==> config.mk <==
export PLATFORM = sky130hd
export DESIGN_NAME = dma_grant_arbiter
export DESIGN_NICKNAME = d
export VERILOG_FILES = /design/src/rtl/dma_arb_pkg.sv /design/src/rtl/dma_arb_sync.sv /design/src/rtl/dma_arb_fsm.sv /design/src/rtl/dma_grant_arbiter.sv
export SDC_FILE = /design/constraint.sdc
export NUM_CORES = 1
export LEC_CHECK = 0
export CORE_AREA = 2 2 39 41
export CTS_CLUSTER_DIAMETER = 60
export CTS_CLUSTER_SIZE = 10
export DETAILED_ROUTE_END_ITERATION = 7
export DIE_AREA = 0 0 41 43
export SETUP_SLACK_MARGIN = 0.3
export SYNTH_ARGS = -nofsm -noshare
export SYNTH_HDL_FRONTEND = slang
export SYNTH_SLANG_ARGS = --single-unit
==> constraint.sdc <==
create_clock -name clk_i -period 2.5 [get_ports clk_i]
set_input_delay 0.5 -clock clk_i [delete_from_list [all_inputs] [get_ports clk_i]]
set_output_delay 0.5 -clock clk_i [all_outputs]
set_load 0.03 [all_outputs]
==> src/rtl/dma_arb_pkg.sv <==
package dma_arb_pkg;
  typedef enum logic [1:0] {
    ST_IDLE  = 2'd0,
    ST_GRANT = 2'd1,
    ST_OWNED = 2'd2
  } arb_state_e;
endpackage

==> src/rtl/dma_arb_sync.sv <==
module dma_arb_sync #(
  parameter int STAGES = 2
) (
  input  logic clk_i,
  input  logic rst_ni,
  input  logic d_i,
  output logic q_o
);
  logic [STAGES-1:0] flops_q;

  generate
    if (STAGES == 1) begin : g_one
      always_ff @(posedge clk_i or negedge rst_ni) begin
        if (!rst_ni) flops_q <= '0;
        else         flops_q <= d_i;
      end
    end else begin : g_chain
      always_ff @(posedge clk_i or negedge rst_ni) begin
        if (!rst_ni) flops_q <= '0;
        else         flops_q <= {flops_q[STAGES-2:0], d_i};
      end
    end
  endgenerate

  assign q_o = flops_q[STAGES-1];
endmodule

==> src/rtl/dma_arb_fsm.sv <==
module dma_arb_fsm
  import dma_arb_pkg::*;
(
  input  logic clk_i,
  input  logic rst_ni,
  input  logic req_s_i,
  input  logic ack_s_i,
  input  logic cyc_active_i,
  output logic grant_o,
  output logic cyc_ok_o,
  output logic owned_o
);
  arb_state_e state_q, state_d;

  always_comb begin
    state_d = state_q;
    unique case (state_q)
      ST_IDLE:  if (req_s_i && !cyc_active_i) state_d = ST_GRANT;
      // acknowledge wins over a simultaneous request drop
      ST_GRANT: if (ack_s_i)                  state_d = ST_OWNED;
                else if (!req_s_i)            state_d = ST_IDLE;
      ST_OWNED: if (!ack_s_i)                 state_d = ST_IDLE;
      default:                                state_d = ST_IDLE;
    endcase
  end

  always_ff @(posedge clk_i or negedge rst_ni) begin
    if (!rst_ni) state_q <= ST_IDLE;
    else         state_q <= state_d;
  end

  assign grant_o  = (state_q == ST_GRANT);
  assign owned_o  = (state_q == ST_OWNED);
  assign cyc_ok_o = (state_q == ST_IDLE) && !req_s_i;
endmodule

==> src/rtl/dma_grant_arbiter.sv <==
module dma_grant_arbiter #(
  parameter int SYNC_STAGES = 2
) (
  input  logic clk_i,
  input  logic rst_ni,
  input  logic dma_req_i,
  input  logic dma_ack_i,
  input  logic cyc_active_i,
  output logic dma_grant_o,
  output logic cyc_ok_o
);
  localparam int NSYNC = (SYNC_STAGES < 1) ? 1 : SYNC_STAGES;

  logic req_s, ack_s, owned;

  dma_arb_sync #(.STAGES(NSYNC)) u_req_sync (
    .clk_i(clk_i), .rst_ni(rst_ni), .d_i(dma_req_i), .q_o(req_s)
  );

  dma_arb_sync #(.STAGES(NSYNC)) u_ack_sync (
    .clk_i(clk_i), .rst_ni(rst_ni), .d_i(dma_ack_i), .q_o(ack_s)
  );

  dma_arb_fsm u_fsm (
    .clk_i       (clk_i),
    .rst_ni      (rst_ni),
    .req_s_i     (req_s),
    .ack_s_i     (ack_s),
    .cyc_active_i(cyc_active_i),
    .grant_o     (dma_grant_o),
    .cyc_ok_o    (cyc_ok_o),
    .owned_o     (owned)
  );
endmodule

# --- Yosys cells after proc, flatten, opt, wreduce, memory -nomap -nowiden ---
# Cells that the tools add are included.
totals:
  mem_bits_rw: 0
  wordCells: 19
  output_inout_bits: 2
  mem_bits_ro: 0
  latchBits: 0
  ff_bits: 6
  mem_count: 0
classes:
  magnitude_cmp: 0
  n_div: 0
  n_addsub: 0
  n_mul: 0
  bitwise: 0
  muxes: 5
  eq_ne: 5
  reduce_logical: 6
  shift: 0
op_table:
  columns: ["op", "count"]
  rows:
  - ["two-way mux 2 bit", 4]
  - ["one-hot mux 2 bit (3 select lines)", 1]
  - ["!= test 3 x 2 -> 1 bit (second input constant)", 1]
  - ["AND reduction 3 bit", 1]
  - ["equality test 2 x 1 -> 1 bit (second input constant)", 1]
  - ["equality test 2 bit (second input constant)", 1]
  - ["logical AND 1 bit", 2]
  - ["zero test 1 bit", 2]
  - ["zero test 2 bit", 1]
  - ["!= test 2 x 1 -> 1 bit (second input constant)", 1]
  - ["!= test 2 bit (second input constant)", 1]

# --- Depth between registers and ports, before layout ---
logic_depth:
  ltp_word: 4
  ltp_mapped: 2

# --- Hierarchy ---
# Synthesis repeated with hierarchy kept, for this count alone.
hier_totals:
  hier_cells: 12
  area_unflattened_um2: 206.4
modules_own_cells:
  columns: ["mod", "area_each_um2", "n_inst", "cells_each"]
  rows:
  - ["dma_arb_fsm", 106.4, 1, 8]
  - ["dma_arb_sync", 50.0, 2, 2]

# --- Worst setup path after synthesis ---
# OpenSTA, ideal clock, no wires.
synth_timing:
  kind: "register to output"
  from: "reg u_fsm.state_q[0]"
  to: "out cyc_ok_o"
  stages_incl_launch_ff: 2
  path_slack_ps: 913
  t_arrival_ps: 1087
  required_ps: 2000
  cell_sequence: "dfrtp_1 nor3_1"
synth_between:
  elab_chain_cells: 2
synth_lines:
  columns: ["element", "line", "source"]
  rows:
  - ["start: declaration", "dma_arb_fsm.sv:13", "arb_state_e state_q, state_d;"]
  - ["start signal: assignment", "dma_arb_fsm.sv:29", "else state_q <= state_d;"]
  - ["zero test 2 bit", "dma_arb_fsm.sv:34", "assign cyc_ok_o = (state_q == ST_IDLE) && !req_s_i;"]
  - ["logical AND 1 bit", "dma_arb_fsm.sv:34", null]
  - ["end: declaration", "dma_grant_arbiter.sv:10", "output logic cyc_ok_o"]
# Every way passes these cells.

# --- Worst setup path after layout ---
# Same ends and word-level chain as after synthesis.

==> metrics.txt <==
Starting Density=14.9%; Lkg Pwr=0.136 nW; commonest cells after routing, fill and taps aside=6 x clkdlybuf4s50_1, 6 x dfrtp_1, 3 x clkbuf_4; CP max FO=4; area share of the largest cell type after synthesis=72.7%; largest net degree at the start of global routing=7; Compound-Gate Fraction of Synth Area=3.64%; worst vdd ir=0.176 mV; Clock Pin Slew Worst Setup and Hold Paths=0.04 ns; number of synthesized register bits=6; MaxCap Viol Count=0; WL/cell=9.30 µm; Final min period=2.04 ns; Unique masters post-synth=7; reg2reg path depth=2; pwr dens=723 nW/µm²; WP data required=2.00 ns; Diodes inserted=0; mux cell area share after synthesis=7.27%; port bufs=6; hold crit path type=reg2reg; setup TNS=0 ns; Yosys top cell by area=dfrtp_1; initial antenna violation count=0; hpwl dp=274 µm; main combinational cell family by area after synthesis=simple AND/OR/NAND/NOR gates; WP depth=2; Slew @ Worst Pin=0.310 ns; Final Hold Vio Count=0; RSZ-0062 raised after global routing=no; vias in the first global route=154; Iter 0 DRT Violations=2; latest clock arrival within the worst-skew pair=0.24 ns; FMAX=0.491 GHz; layout cells sized above 1=28.6%; period utilization=81.5%; Worst path max stage delay=0.70 ns; clock skew=0.00299 ns; CTS tree=yes; hold buffers post-CTS=0; P&R area growth vs syn=49.7%; Die Y=43 µm; Critical-path top delay cell=clkdlybuf4s50_1; cell area after synthesis=206 µm²; Worst path top cell family by delay=buffers and inverters; Final setup viols=0; I/O Pins=7; Core ar.=1380 µm²; area share of fa/ha/maj cells after synthesis=0%; GPL Wtd Cong=0.543; syn avg cell area=17.2 µm²; Post-Route WL=344 µm; gr usage total=5.27%; Synth Warn #=0; CP Capture Type=primary output; fin. max-slew vios=0; Simple-Gate Fraction of Synth Area=16.4%; Max Root-Sink Buffers=2; Post-Syn Instances=12; vias=122; wire length of the first global-routing pass=552 µm; Worst Path Class, Setup=reg2out; # clock sinks=6; WP buf/inv=1; synth top area cells=dfrtp_1 73%, mux2_4 7.3%, nor3b_2 6.1%; die footprint=1760 µm²; Worst Setup Start Kind=flip-flop; xor and xnor fraction of the mapped netlist area=0%; final instance area=309 µm²; Resized Gates After CTS=0; Util after Layout=22.3%; nets=28; CTS Buf Count=3; aggregate global routing overflow=0; Post-DRT Antenna Nets=0; status=finished, final reports clean; Mapped Nets=17; critical path cell sequence=nor3_1 > clkdlybuf4s50_1; WHS Path Cells=0; Slew HR=79.3%; H-Tree Level Count=1; DRT Pass-1 Iters=2; cell area after placement=287 µm²; DR DRC count=0; clk root buf=clkbuf_4; # Post-CTS Setup Buffers=0; standard-cell row count=14; worst path arrival time=1.54 ns; sequential fraction of the synthesis area=72.7%; drt via density=3.30; Die Wd=41 µm
[per-layer routing]
| layer | part of all wire, % | track usage, % | up-vias |
|---|---|---|---|
| met2 | 47 | 6.25 | 7 |
| met5 | 0 | 0 | - |
| li1 | - | - | 60 |
| met4 | 0 | 6.00 | 0 |
| met1 | 42 | 5.65 | 55 |
| met3 | 11 | 3.14 | 0 |
[final timing paths]
| check | end | slack, ns | startpoint |
|---|---|---|---|
| min reg2reg | u_req_sync.flops_q[1] | 0.36 | u_req_sync.flops_q[0] |
| max reg2reg | u_fsm.state_q[0] | 1.54 | u_fsm.state_q[0] |
| min | u_req_sync.flops_q[1] | 0.36 | u_req_sync.flops_q[0] |
| max | cyc_ok_o | 0.46 | u_fsm.state_q[0] |
| min in group asynchronous | u_req_sync.flops_q[1] | 0.50 | rst_ni |
| max in group asynchronous | u_req_sync.flops_q[0] | 1.78 | rst_ni |
[final cells by class]
| type | instances | area (µm²) |
|---|---|---|
| sequential | 6 | 150 |
| clock buffer | 3 | 22.5 |
| tap | 16 | 20.0 |
| timing repair buffer | 6 | 60.1 |
| fill | 141 | 1070 |
| multi-input combinational | 6 | 56.3 |
[registers in the layout, summed over array words and instances (netlist names)]
signal              flops
u_req_sync.flops_q      2
u_ack_sync.flops_q      2
u_fsm.state_q           2
[Yosys cell counts (all sizes together)]
| master | n |
|---|---|
| o21a | 1 |
| mux2 | 1 |
| nor3 | 1 |
| and2b | 2 |
| nor3b | 1 |
| dfrtp | 6 |
[cell families after synthesis]
logic type         after synthesis
AOI/OAI and AO/OA                1
DFF                              6
muxes                            1
and+or+nand+nor                  4
[report_power, final]
group          leakage (nW)  switching [W]  internal [W]
Combinational        0.0489      0.0000128     0.0000173
Sequential           0.0731     0.00000416      0.000103
Clock                0.0138      0.0000315     0.0000541
Total                 0.136      0.0000485      0.000175
[metrics by stage]
| stage | hold WS (ns) | worst slack, ns | cells | power (W) |
|---|---|---|---|---|
| after floorplan | 0.204 | 0.913 | 12 | 0.000124 |
| after global placement | 0.334 | 0.728 | 34 | 0.000138 |
| after detailed placement | 0.354 | 0.714 | 34 | 0.000140 |
| after CTS | 0.361 | 0.451 | 37 | 0.000231 |
| after global routing | 0.362 | 0.389 | 37 | 0.000238 |
| final | 0.360 | 0.462 | 37 | 0.000223 |
Note: power is estimated with default switching activity, not from simulation.
